==> src/rtl/alu_nzcv.sv <==
module alu_nzcv #(
  parameter int W = 32
) (
  input  logic         clk,
  input  logic         rst_n,
  input  logic [3:0]   op_i,
  input  logic [W-1:0] opa_i,
  input  logic [W-1:0] opb_i,
  input  logic         set_flags_i,
  input  logic         shift_carry_i,
  input  logic         shift_valid_i,
  input  logic         flag_wr_i,
  input  logic [3:0]   flag_wdata_i,
  output logic [W-1:0] result_o,
  output logic         rd_we_o,
  output logic [3:0]   flags_o
);
  localparam logic [3:0] OP_AND = 4'h0, OP_XOR = 4'h1, OP_SUB = 4'h2, OP_RSUB = 4'h3,
                         OP_ADD = 4'h4, OP_ADDC = 4'h5, OP_SUBC = 4'h6, OP_RSUBC = 4'h7,
                         OP_TAND = 4'h8, OP_TXOR = 4'h9, OP_CSUB = 4'hA, OP_CADD = 4'hB,
                         OP_OR = 4'hC, OP_MOVE = 4'hD, OP_ANDN = 4'hE, OP_MOVEN = 4'hF;

  logic [3:0]   flags_q;
  logic         c_cur;
  logic [W-1:0] x, y;
  logic         cin;
  logic [W:0]   sum;
  logic [W-1:0] lres;
  logic         is_arith, is_cmp, upd;
  logic         n_new, z_new, c_new, v_new;

  assign c_cur   = flags_q[1];
  assign is_cmp  = (op_i[3:2] == 2'b10);
  assign is_arith = (op_i[3:2] == 2'b01) || (op_i[3:1] == 3'b001) || (op_i[3:1] == 3'b101);
  assign upd     = set_flags_i || is_cmp;

  always_comb begin
    x = opa_i; y = opb_i; cin = 1'b0;
    unique case (op_i)
      OP_SUB, OP_CSUB: begin y = ~opb_i; cin = 1'b1; end
      OP_RSUB:  begin x = opb_i; y = ~opa_i; cin = 1'b1; end
      OP_ADDC:  cin = c_cur;
      OP_SUBC:  begin y = ~opb_i; cin = c_cur; end
      OP_RSUBC: begin x = opb_i; y = ~opa_i; cin = c_cur; end
      default:  ;
    endcase
  end

  assign sum = {1'b0, x} + {1'b0, y} + {{W{1'b0}}, cin};

  always_comb begin
    unique case (op_i)
      OP_AND, OP_TAND: lres = opa_i & opb_i;
      OP_XOR, OP_TXOR: lres = opa_i ^ opb_i;
      OP_OR:    lres = opa_i | opb_i;
      OP_MOVE:  lres = opb_i;
      OP_ANDN:  lres = opa_i & ~opb_i;
      OP_MOVEN: lres = ~opb_i;
      default:  lres = '0;
    endcase
  end

  assign result_o = is_arith ? sum[W-1:0] : lres;
  assign rd_we_o  = !is_cmp;

  assign n_new = result_o[W-1];
  assign z_new = (result_o == '0);
  assign c_new = is_arith ? sum[W] : (shift_valid_i ? shift_carry_i : c_cur);
  assign v_new = is_arith ? ((x[W-1] == y[W-1]) && (sum[W-1] != x[W-1])) : flags_q[0];

  always_ff @(posedge clk or negedge rst_n) begin
    if (!rst_n)          flags_q <= 4'b0000;
    else if (flag_wr_i)  flags_q <= flag_wdata_i;
    else if (upd)        flags_q <= {n_new, z_new, c_new, v_new};
  end

  assign flags_o = flags_q;

  assert_hold_R1: assert property (@(posedge clk) disable iff (!rst_n)
    (!flag_wr_i && !set_flags_i && !is_cmp) |=> $stable(flags_o));

  assert_logic_v_R3: assert property (@(posedge clk) disable iff (!rst_n)
    (!flag_wr_i && !is_arith) |=> flags_o[0] == $past(flags_o[0]));

  assert_logic_c_R4: assert property (@(posedge clk) disable iff (!rst_n)
    (!flag_wr_i && upd && !is_arith && !shift_valid_i) |=> flags_o[1] == $past(flags_o[1]));

  assert_nz_R5: assert property (@(posedge clk) disable iff (!rst_n)
    (!flag_wr_i && upd) |=> (flags_o[3] == $past(result_o[W-1])) && (flags_o[2] == ($past(result_o) == '0)));

  assert_direct_R8: assert property (@(posedge clk) disable iff (!rst_n)
    flag_wr_i |=> flags_o == $past(flag_wdata_i));
endmodule

==> config.mk <==
export PLATFORM = sky130hd
export DESIGN_NAME = alu_nzcv
export DESIGN_NICKNAME = d
export VERILOG_FILES = /design/src/rtl/alu_nzcv.sv
export SDC_FILE = /design/constraint.sdc
export NUM_CORES = 1
export LEC_CHECK = 0
export BUFFER_PORTS_ARGS = -buffer_cell sky130_fd_sc_hd__buf_2
export CORE_MARGIN = 10
export CORE_UTILIZATION = 49
export DETAILED_ROUTE_END_ITERATION = 7
export PLACE_DENSITY = 0.72
export RECOVER_POWER = 50
export SLEW_MARGIN = 20
export SYNTH_ARGS = -nofsm -noshare
export SYNTH_HDL_FRONTEND = slang
export SYNTH_SLANG_ARGS = --single-unit
export TNS_END_PERCENT = 20
==> constraint.sdc <==
create_clock -name clk -period 13.3 [get_ports clk]
set_input_delay 0.665 -clock clk [delete_from_list [all_inputs] [get_ports clk]]
set_output_delay 0.665 -clock clk [all_outputs]
set_load 0.01 [all_outputs]
Word level (Yosys, flattened, before mapping)

Index checks and enable logic that the tools add are counted.

$add $sub $neg: 2
$mul: 0
Div/mod/pow operators: 0
$lt $le $gt $ge: 0
Eq/ne operators: 19
Shifts and indexed selects: 0
Mux-type cells: 10
Bitwise gates (word level): 6
Reductions and logical operators: 18

Operators by type and width:

| cell                                                                   | number |
|---|---|
| 32-bit one-hot mux with 6 select lines                                 | 1 |
| 32-bit AND                                                             | 2 |
| 32-bit two-way mux                                                     | 2 |
| 32-bit NOT                                                             | 2 |
| 32-bit one-hot mux with 2 select lines                                 | 1 |
| 32-bit by 32-bit adder with 33-bit output                              | 1 |
| 33-bit by 1-bit adder with 33-bit output                               | 1 |
| 32-bit logical NOT                                                     | 1 |
| 32-bit bitwise OR                                                      | 1 |
| 32-bit XOR                                                             | 1 |
| 4-bit equality test (second input constant)                            | 7 |
| 4-bit by 3-bit equality test with 1-bit output (second input constant) | 3 |
| 3-bit OR reduction                                                     | 3 |
| 4-bit by 2-bit equality test with 1-bit output (second input constant) | 2 |
| 4-bit two-way mux                                                      | 2 |
| 2-bit OR reduction                                                     | 3 |
| 4-bit by 1-bit equality test with 1-bit output (second input constant) | 1 |
| 4-bit logical NOT                                                      | 1 |
| 2-bit AND reduction                                                    | 2 |
| 2-bit nonzero test                                                     | 2 |
| 3-bit by 1-bit equality test with 1-bit output (second input constant) | 1 |
| 3-bit equality test (second input constant)                            | 1 |
| 1-bit logical OR                                                       | 3 |
| 1-bit two-way mux                                                      | 3 |
| 8 further kinds                                                        | 8 |

Register bits after elaboration: 4
Latch bits: 0
RAM bits: 0
ROM bits: 0
Input port bits: 78
Logic and storage cells: 58
Memories: 0

Longest topological paths before layout

Gate-level depths: netlist of run 1.

Depth in word-level cells: 10
Depth in mapped cells: 25
Mapped depth without buffers: 19

Worst setup path after synthesis of run 1

No wires, ideal clock.

Kind: input to output
From: input port op_i[1]
To: output port result_o[30]
Arrival: 5.813 ns
Slack: 6.822 ns
Stages: 22
Cell sequence: buf_6 -> buf_6 -> buf_2 -> buf_2 -> buf_2 -> buf_1 -> nand3b_1 -> o21ai_1 -> clkbuf_1 -> nor2_1 -> a211oi_1 -> fa_1 -> inv_1 -> fa_1 -> a21o_1 -> a221o_1 -> a221oi_1 -> o21ai_0 -> a31oi_1 -> o311ai_0 -> xnor2_1 -> o21ai_0

Word-level cells in the longest chain between the ends: 6
Elaborated cells between the ends (all ways): 31

RTL lines:

| what                                                                         | line | text |
|---|---|---|
| from (decl)                                                                  | 6    | `input logic [3:0] op_i,` |
| 4-bit by 3-bit equality test with 1-bit output (tied with other cells)       | 39   | `unique case (op_i)` |
| 3-bit OR reduction (no line) or 2-bit OR reduction (tied branches)           | --   |  |
| 32-bit one-hot mux with 2 select lines or 32-bit two-way mux (tied branches) | 39   |  |
| 32-bit by 32-bit adder with 33-bit output                                    | 49   | `assign sum = {1'b0, x} + {1'b0, y} + {{W{1'b0}}, cin};` |
| 33-bit by 1-bit adder with 33-bit output                                     | 49   |  |
| 32-bit two-way mux (*)                                                       | 63   | `assign result_o = is_arith ? sum[W-1:0] : lres;` |
| to (decl)                                                                    | 14   | `output logic [W-1:0] result_o,` |

Every way passes the cells marked *; elsewhere a longest branch is shown, timed or not.

Worst setup path after layout of run 1

Ends and elaborated chain as after synthesis.

==> impl_metrics.json, run 1 <==
{
  "post_cts.repair.setup_buffers": 0,
  "syn_to_final_growth_pct": 10.0,
  "cp_common_cell": "o21ai_0",
  "fin_crit_sh_pct": 67.1,
  "cp.required_ns": 12.64,
  "syn_avg_cell_area_sq_um": 6.12,
  "synthAdderAreaFrac_pct": 15.3,
  "crit_fanout": 64,
  "crit_buf_inv": 4,
  "htree_levels": 1,
  "rsz0062_at_grt": "false",
  "grt_max_degree": 65,
  "setup_viol": 0,
  "clk_pin_slew_ns": 0.03,
  "vdd_drop_max_v": 0.0000385,
  "yosys.area.top_type": "ha_1",
  "worst_slew_pin_slew_ns": 3.52,
  "drt_iter0_markers": 663,
  "cts_tree": "built",
  "grt_pass1_vias": 5986,
  "fin_crit_ns": 8.92,
  "io_buffers": 114,
  "grt_overflow": 0,
  "synth-simple-area-share_pct": 23.3,
  "max_freq_ghz": 0.112,
  "synth_ff_type": "dfrtp_1",
  "die_x_um": 125,
  "gp_congestion": 0.956,
  "grt_antenna_before_repair": 0,
  "end_kind": "output port",
  "layout_commonest_cell": "o21ai_0",
  "coreArea_sq_mm": 0.0108,
  "fin_skew_ns": 0.00500,
  "synthCells": 882,
  "worst-setup-path-type": "in2out",
  "grt_first_pass_wirelength_um": 30300,
  "largest_reg_flops": 4,
  "floorplan.initialDensity_pct": 50.0,
  "cap_viol_max_count": 1,
  "powerDensity_mw_per_mm2": 64.8,
  "crit_family": "buffers and inverters",
  "timing.final.max_slew_violations": 65,
  "slew_headroom_pct": -135,
  "antenna_cells": 0,
  "ys_warn_count": 0,
  "numClockSinks": 4,
  "finalHoldViolations": 0,
  "setup.worst_path.start_class": "primary input",
  "drc_errors": 0,
  "layout_setup_ws_ns": 4.38,
  "synth_area_leaders": "ha_1 15%, o21ai_0 14%, nand2_1 8.9%",
  "cts_root_buf": "clkbuf_8",
  "synth-edff-count": 0,
  "vias": 6514,
  "post-place-cells": 1092,
  "cp-startpoint": "op_i[1]",
  "hp-class": "in2async",
  "ys_seq_area_share_pct": 1.85,
  "routed_wl_um": 18900,
  "routed_via_density": 5.94,
  "synthXorXnorAreaFrac_pct": 8.11,
  "arrival_ns": 8.26,
  "drtAntennaViolNets": 0,
  "netlist_area_sq_mm": 0.00540,
  "crit_path_top_delay_cell": "clkbuf_1",
  "drive_above_1_share_pct": 13.8,
  "wl_per_cell_um": 17.2,
  "die_y_um": 125,
  "final_cell_count_no_fill": 1096,
  "status": "finished, violations left",
  "placementRows": 38,
  "setup-tns-final_ns": 0,
  "cpPeakStageDelay_ns": 2.47,
  "drtPass1Iterations": 6,
  "async_reset_ff_share_pct": 100,
  "cp.depth": 18,
  "muxShareOfSynthArea_pct": 2.46,
  "p_leak_nw": 2.79,
  "synthDistinctLibCells": 72,
  "nets": 1101,
  "synth_top_family_by_area": "compound AO/OA/AOI/OAI gates",
  "dp_hpwl_um": 14100,
  "synth-compound-area-share_pct": 37.1,
  "io_pins": 115,
  "ys_ff_latch": 4,
  "cts_buffer_depth": 2,
  "rr_worst_depth": 17,
  "dp_slack_ns": 6.37,
  "grtUsageTotal_pct": 22.1,
  "synth_top_area_share_pct": 14.6,
  "worstPathCellList": "buf_2, clkbuf_1, nand3b_1, o21ai_0, buf_4, nand2_1, o21ai_0, o21ai_0, fa_1, a21o_1, a221o_1, a221oi_1, o21ai_0, a31oi_1, o311ai_0, xnor2_1, o21ai_0, buf_2",
  "dieArea_sq_mm": 0.0156,
  "clock_latency_ns": 0.22,
  "failed_checks": "capacitance limit, slew limit",
  "reg2reg_from": "flags_o[1]$_DFFE_PN0P_",
  "cts_hold_buf": 0,
  "final_cell_mix": "154 x o21ai_0, 128 x nand2_1, 99 x buf_2",
  "syn_nets": 1025,
  "post_cts_resized": 0,
  "cts_inserted_buffers": 3
}
## where the power goes
| part | leakage, nW | internal, mW | switching, mW |
|---|---|---|---|
| clock | 0.0216 | 0.0193 | 0.00682 |
| combinational | 2.72 | 0.131 | 0.213 |
| sequential | 0.0486 | 0.0140 | 0.00133 |
| total | 2.79 | 0.164 | 0.221 |
## worst reg2reg max path, cell delays in order, from the launching register on
cell      delay, ns
dfrtp_1        0.41
nor2b_1        0.16
o21a_1         0.19
a31oi_1        0.23
fa_1           0.26
inv_1          0.07
fa_1           0.45
a21o_1         0.23
a21oi_1        0.18
xnor2_1        0.10
a2111o_1       0.45
nor4_1         0.21
or4b_1         0.49
or4b_1         0.50
nor4_1         0.31
and4b_1        0.29
nand4_1        0.13
o21ai_1        0.15
## path summary, 6_finish.rpt
path / end / slack (ns)
max in group asynchronous: flags_o[0]$_DFFE_PN0P_ / 12.81
hold reg to reg: flags_o[3]$_DFFE_PN0P_ / 0.48
setup reg to reg: flags_o[2]$_DFFE_PN0P_ / 8.42
min in group clk: flags_o[3]$_DFFE_PN0P_ / 0.48
setup / recovery: result_o[30] / 4.38
hold / removal: flags_o[3]$_DFFE_PN0P_ / 0.28
## stage by stage
step                hold WS [ns]  util (%)  power [mW]  instance area, sq um
detailed placement         0.479      54.8       0.353                  5910
floorplan                  0.369         -       0.251                  5400
global placement           0.472      54.8       0.353                  5910
CTS                        0.251      55.2       0.382                  5960
finish                     0.282      55.0       0.385                  5940
global route               0.304      55.0       0.425                  5940
## cell usage after synthesis (all sizes together), types with 4 or more instances
master	count
o21bai	7
or3	6
a21oi	72
nor4	10
a32oi	4
buf	17
and3	5
o221ai	9
mux2i	11
nand3b	4
a221oi	9
o211ai	6
nand4	7
clkbuf	38
dfrtp	4
o21ai	157
xor2	24
xnor2	26
a311oi	6
o22ai	8
a211oi	4
a22oi	6
inv	83
nor2	59
o31ai	4
nor3	17
a21o	5
nand2	129
a31oi	18
nand3	13
ha	63
nor2b	6
## area by class of cell
cell class              count  area [sq um]
multi-input cells         739          4660
fillers                  1150          4850
flip-flops and latches      4           100
well taps                 140           175
inverters                  83           312
clock buffers               3          41.3
repair buffers            127           649
## kinds of logic (layout without fill, tap and decap cells)
| logic type | count (synthesis) | count (layout) |
|---|---|---|
| compound gates | 337 | 337 |
| xor+xnor | 50 | 50 |
| fa+ha+maj | 65 | 65 |
| buf+inv | 139 | 213 |
| flops | 4 | 4 |
| mux | 13 | 13 |
| simple gates | 274 | 274 |
## per-layer routing
layer,vias up,wire length (um),track usage (%)
met5,-,0,0
met3,38,1730,3.93
li1,3309,-,-
met1,2894,8480,29.3
met2,273,8250,36.0
met4,0,444,5.89
Note: power is estimated with default switching activity, not from simulation.
==> run 2, diff against run 1 <==
clock period = 9.1 ns   (was 13.3 ns; I/O delays follow)
==> run 2 against run 1 <==
  * The flow still finishes with violations (capacitance limit, slew limit)
  * Worst setup slack got worse by 2.2 ns
  * Core utilization decreased by 0.20 points
  * Routed wire length increased by 2.5%
  * Sequential cell count unchanged
  * Final area decreased by 0.36%
  * Final cell count decreased by 0.27%
  * Hold slack got worse by 0.22 ns
  * Total power increased by 47%
  * Critical path type unchanged
==> impl_metrics.json, run 2 (synthesized netlist as in run 1, its figures left out) <==
{
  "cp.required_ns": 8.65,
  "worstPathCellList": "clkbuf_1, buf_4, nand3b_1, buf_4, a21oi_1, fa_1, inv_1, fa_1, a21o_1, a221o_1, a221oi_1, o21ai_0, a31oi_1, o311ai_0, xnor2_1, o21ai_0, buf_2",
  "dieArea_sq_mm": 0.0156,
  "htree_levels": 1,
  "drive_above_1_share_pct": 13.7,
  "cap_viol_max_count": 1,
  "failed_checks": "capacitance limit, slew limit",
  "setup_viol": 0,
  "finalHoldViolations": 0,
  "wl_per_cell_um": 17.7,
  "status": "finished, violations left",
  "placementRows": 38,
  "total_power_mw": 0.564,
  "antenna_cells": 0,
  "gp_congestion": 0.915,
  "routed_via_density": 6.15,
  "post_cts.repair.setup_buffers": 0,
  "clk_pin_slew_ns": 0.03,
  "crit_path_top_delay_cell": "clkbuf_1",
  "drt_iter0_markers": 799,
  "fin_crit_sh_pct": 76.1,
  "die_x_um": 125,
  "crit_buf_inv": 5,
  "layout_commonest_cell": "o21ai_0",
  "io_buffers": 114,
  "nets": 1098,
  "r2r_setup_slack_ns": 4.24,
  "cts_root_buf": "clkbuf_8",
  "grt_pass1_vias": 5987,
  "coreArea_sq_mm": 0.0108,
  "vias": 6723,
  "worst-setup-path-type": "in2out",
  "syn_to_final_growth_pct": 9.64,
  "grt_overflow": 0,
  "floorplan.initialDensity_pct": 50.0,
  "routed_wl_um": 19400,
  "slew_headroom_pct": -7.59,
  "drc_errors": 0,
  "setup.worst_path.start_class": "primary input",
  "numClockSinks": 4,
  "utilization_pct": 54.8,
  "rsz0062_at_grt": "false",
  "grt_max_degree": 97,
  "hp-class": "in2async",
  "grt_first_pass_wirelength_um": 31000,
  "powerDensity_mw_per_mm2": 95.2,
  "crit_fanout": 96,
  "dp_slack_ns": 2.88,
  "max_freq_ghz": 0.144,
  "end_kind": "output port",
  "clock_latency_ns": 0.22,
  "p_leak_nw": 2.78,
  "grtUsageTotal_pct": 22.8,
  "fillers": 1133,
  "multi_input_area_sq_mm": 0.00466,
  "post_cts_resized": 0,
  "drtAntennaViolNets": 0,
  "fin_skew_ns": 0.000996,
  "cts_hold_buf": 0,
  "largest_reg_flops": 4,
  "fin_crit_ns": 6.93,
  "layout_setup_ws_ns": 2.17,
  "regArea_sq_um": 100,
  "cpPeakStageDelay_ns": 1.14,
  "crit_family": "compound AO/OA/AOI/OAI gates",
  "timing.final.max_slew_violations": 29,
  "final_cell_mix": "154 x o21ai_0, 128 x nand2_1, 100 x buf_2",
  "cts_buffer_depth": 2,
  "worst_slew_pin_slew_ns": 1.61,
  "dp_hpwl_um": 14500,
  "setup-tns-final_ns": 0,
  "arrival_ns": 6.47,
  "cts_inserted_buffers": 3,
  "cts_tree": "built",
  "grt_antenna_before_repair": 0,
  "vdd_drop_max_v": 0.0000558,
  "die_y_um": 125,
  "io_pins": 115,
  "drtPass1Iterations": 5
}
-- run 2: final cells by class --
type,count,area share [%]
flip-flops and latches,4,1.69
clock buffers,3,0.698
well taps,140,2.96
multi-input cells,739,78.8
inverters,83,5.26
repair buffers,124,10.6
-- run 2: path summary, 6_finish.rpt --
check                                       startpoint                      to  depth (start not counted)
min in group clk                flags_o[3]$_DFFE_PN0P_  flags_o[3]$_DFFE_PN0P_                          2
worst min-delay path                             rst_n  flags_o[2]$_DFFE_PN0P_                          1
worst min register to register  flags_o[3]$_DFFE_PN0P_  flags_o[3]$_DFFE_PN0P_                          2
worst max-delay path                           op_i[1]            result_o[30]                         17
worst max register to register  flags_o[1]$_DFFE_PN0P_  flags_o[2]$_DFFE_PN0P_                         17
max in group asynchronous                        rst_n  flags_o[0]$_DFFE_PN0P_                          1
-- run 2: worst reg2reg max path, delay by kind of cell (launching register included) --
kind            cells  cell delay (ns)
fa+ha+maj           2             0.74
flops               1             0.39
simple gates        7             2.08
xor+xnor            1             0.09
buf+inv             1             0.08
compound gates      6             1.43
-- run 2: per-stage QoR --
| stage | instances | hold WS [ns] | area [sq um] |
|---|---|---|---|
| 4_1_cts | 1093 | 0.0368 | 5940 |
| 6_report | 1093 | 0.0575 | 5920 |
| 5_1_grt | 1093 | 0.0717 | 5920 |
| 3_5_place_dp | 1090 | 0.265 | 5900 |
| 3_3_place_gp | 1090 | 0.266 | 5900 |
| 2_1_floorplan | 882 | 0.159 | 5400 |
-- run 2: layer usage --
metal	vias to the layer above	wire length (um)	track usage [%]
li1	3315	-	-
met4	0	309	4.88
met3	30	2010	4.14
met1	3033	8570	31.3
met5	-	0	0
met2	345	8480	36.2
-- run 2: power breakdown --
part | internal, mW | leakage (nW) | switching [mW]
clock | 0.0282 | 0.0216 | 0.00891
sequential | 0.0204 | 0.0486 | 0.00170
combinational | 0.191 | 2.71 | 0.314
==> run 3, diff against run 2 <==
PLACE_DENSITY = 0.75   (was 0.72)
clock period = 6.3 ns   (was 9.1 ns; I/O delays follow)
==> run 3 against run 2 <==
  * The flow now finishes without violations
  * Core utilization rose by 0.24 points
  * Final cell count rose by 0.37%
  * Final area rose by 0.44%
  * Non-clock buffer count rose by 4
  * Total power rose by 44%
  * Combinational power rose by 44%
  * Sequential power rose by 45%
  * Critical path depth fell by 1
  * Largest cell class unchanged
==> impl_metrics.json, run 3 (synthesized netlist as in run 1, its figures left out) <==
{
  "status": "finished, final reports clean",
  "post-place-cells": 1093,
  "dieArea_sq_mm": 0.0156,
  "worst-setup-path-type": "in2out",
  "largest_reg_flops": 4,
  "setup.worst_path.start_class": "primary input",
  "hp-class": "in2reg",
  "powerDensity_mw_per_mm2": 137,
  "die_x_um": 125,
  "routed_via_density": 6.10,
  "clock_latency_ns": 0.22,
  "cts_inserted_buffers": 3,
  "drive_above_1_share_pct": 13.8,
  "wl_per_cell_um": 17.4,
  "layout_commonest_cell": "o21ai_0",
  "setup-tns-final_ns": 0,
  "dp_hpwl_um": 14200,
  "clk_pin_slew_ns": 0.03,
  "nets": 1102,
  "grt_overflow": 0,
  "setup_viol": 0,
  "drt_iter0_markers": 758,
  "slew_headroom_pct": 22.7,
  "final_cell_mix": "153 x o21ai_0, 129 x nand2_1, 98 x buf_2",
  "p_leak_nw": 2.79,
  "floorplan.initialDensity_pct": 50.0,
  "numClockSinks": 4,
  "rsz0062_at_grt": "false",
  "antenna_cells": 0,
  "drtPass1Iterations": 5,
  "cap_viol_max_count": 0,
  "crit_fanout": 17,
  "cp.required_ns": 5.98,
  "grt_pass1_vias": 5979,
  "cts_buffer_depth": 2,
  "vdd_drop_max_v": 0.0000707,
  "gp_congestion": 0.946,
  "grtUsageTotal_pct": 22.2,
  "cts_tree": "built",
  "syn_to_final_growth_pct": 10.1,
  "fin_skew_ns": 0.00204,
  "io_buffers": 114,
  "max_freq_ghz": 0.187,
  "placementRows": 38,
  "die_y_um": 125,
  "drc_errors": 0,
  "final_cell_count_no_fill": 1097,
  "vias": 6694,
  "arrival_ns": 5.02,
  "grt_max_degree": 63,
  "cts_hold_buf": 1,
  "multi_input_area_sq_mm": 0.00466,
  "fin_crit_ns": 5.33,
  "regArea_sq_um": 100,
  "finalHoldViolations": 0,
  "htree_levels": 1,
  "worst_slew_pin_slew_ns": 1.16,
  "post_cts.repair.setup_buffers": 0,
  "end_kind": "output port",
  "io_pins": 115,
  "coreArea_sq_mm": 0.0108,
  "post_cts_resized": 0,
  "cts_root_buf": "clkbuf_8",
  "grt_antenna_before_repair": 0,
  "routed_wl_um": 19000,
  "fillers": 1144,
  "grt_first_pass_wirelength_um": 30400,
  "fin_crit_sh_pct": 84.7,
  "drtAntennaViolNets": 0,
  "timing.final.max_slew_violations": 0
}
==> run 3: through the flow <==
stage	cell area [sq um]	hold WS, ns	util, %	total power, mW	worst slack [ns]
floorplan	5400	0.0194	-	0.530	0.266
global placement	5920	0.129	54.9	0.745	1.25
detailed placement	5920	0.128	54.9	0.746	1.10
CTS	5970	0.357	55.3	0.808	1.18
global route	5950	0.362	55.1	0.896	0.710
finish	5950	0.355	55.1	0.814	0.966
==> run 3: cell type report <==
type                            count  share of cell area [%]
Sequential cell                     4                    1.68
Tap cell                          140                    2.95
Timing Repair Buffer              128                    11.1
Clock buffer                        3                   0.694
Multi-Input combinational cell    739                    78.4
Inverter                           83                    5.24
==> run 3: final timing paths <==
path                                     endpoint  slack (ns)                   start  cells after the start
min in group asynchronous  flags_o[0]$_DFFE_PN0P_        0.46                   rst_n                      2
min                        flags_o[2]$_DFFE_PN0P_        0.35         flag_wdata_i[2]                      3
max                                  result_o[30]        0.97                 op_i[2]                     16
min reg2reg                flags_o[3]$_DFFE_PN0P_        0.48  flags_o[3]$_DFFE_PN0P_                      2
max reg2reg                flags_o[2]$_DFFE_PN0P_        1.53  flags_o[1]$_DFFE_PN0P_                     17
max in group asynchronous  flags_o[3]$_DFFE_PN0P_        5.64                   rst_n                      2
==> run 3: worst max-delay path, cell delays in order <==
cell and delay, ns:
clkbuf_1 0.50, and2_4 0.39, nor2_2 0.07, a211oi_1 0.28, fa_1 0.26, inv_1 0.07, fa_1 0.45, a21o_1 0.23
a221o_1 0.39, a221oi_1 0.59, o21ai_0 0.26, a31oi_1 0.30, o311ai_0 0.29, xnor2_1 0.19, o21ai_0 0.24, buf_2 0.19
==> run 3: power by group <==
group	internal, mW	total (mW)	switching (mW)
logic	0.276	0.726	0.450
clock network	0.0409	0.0564	0.0154
registers	0.0294	0.0320	0.00261
==> run 3: metal layers <==
layer | GRT usage (%) | vias up | part of all wire [%]
li1 | - | 3320 | -
met1 | 30.2 | 3032 | 44
met2 | 35.2 | 308 | 44
met3 | 3.93 | 34 | 9.3
met4 | 5.62 | 0 | 2.2
met5 | 0 | - | 0
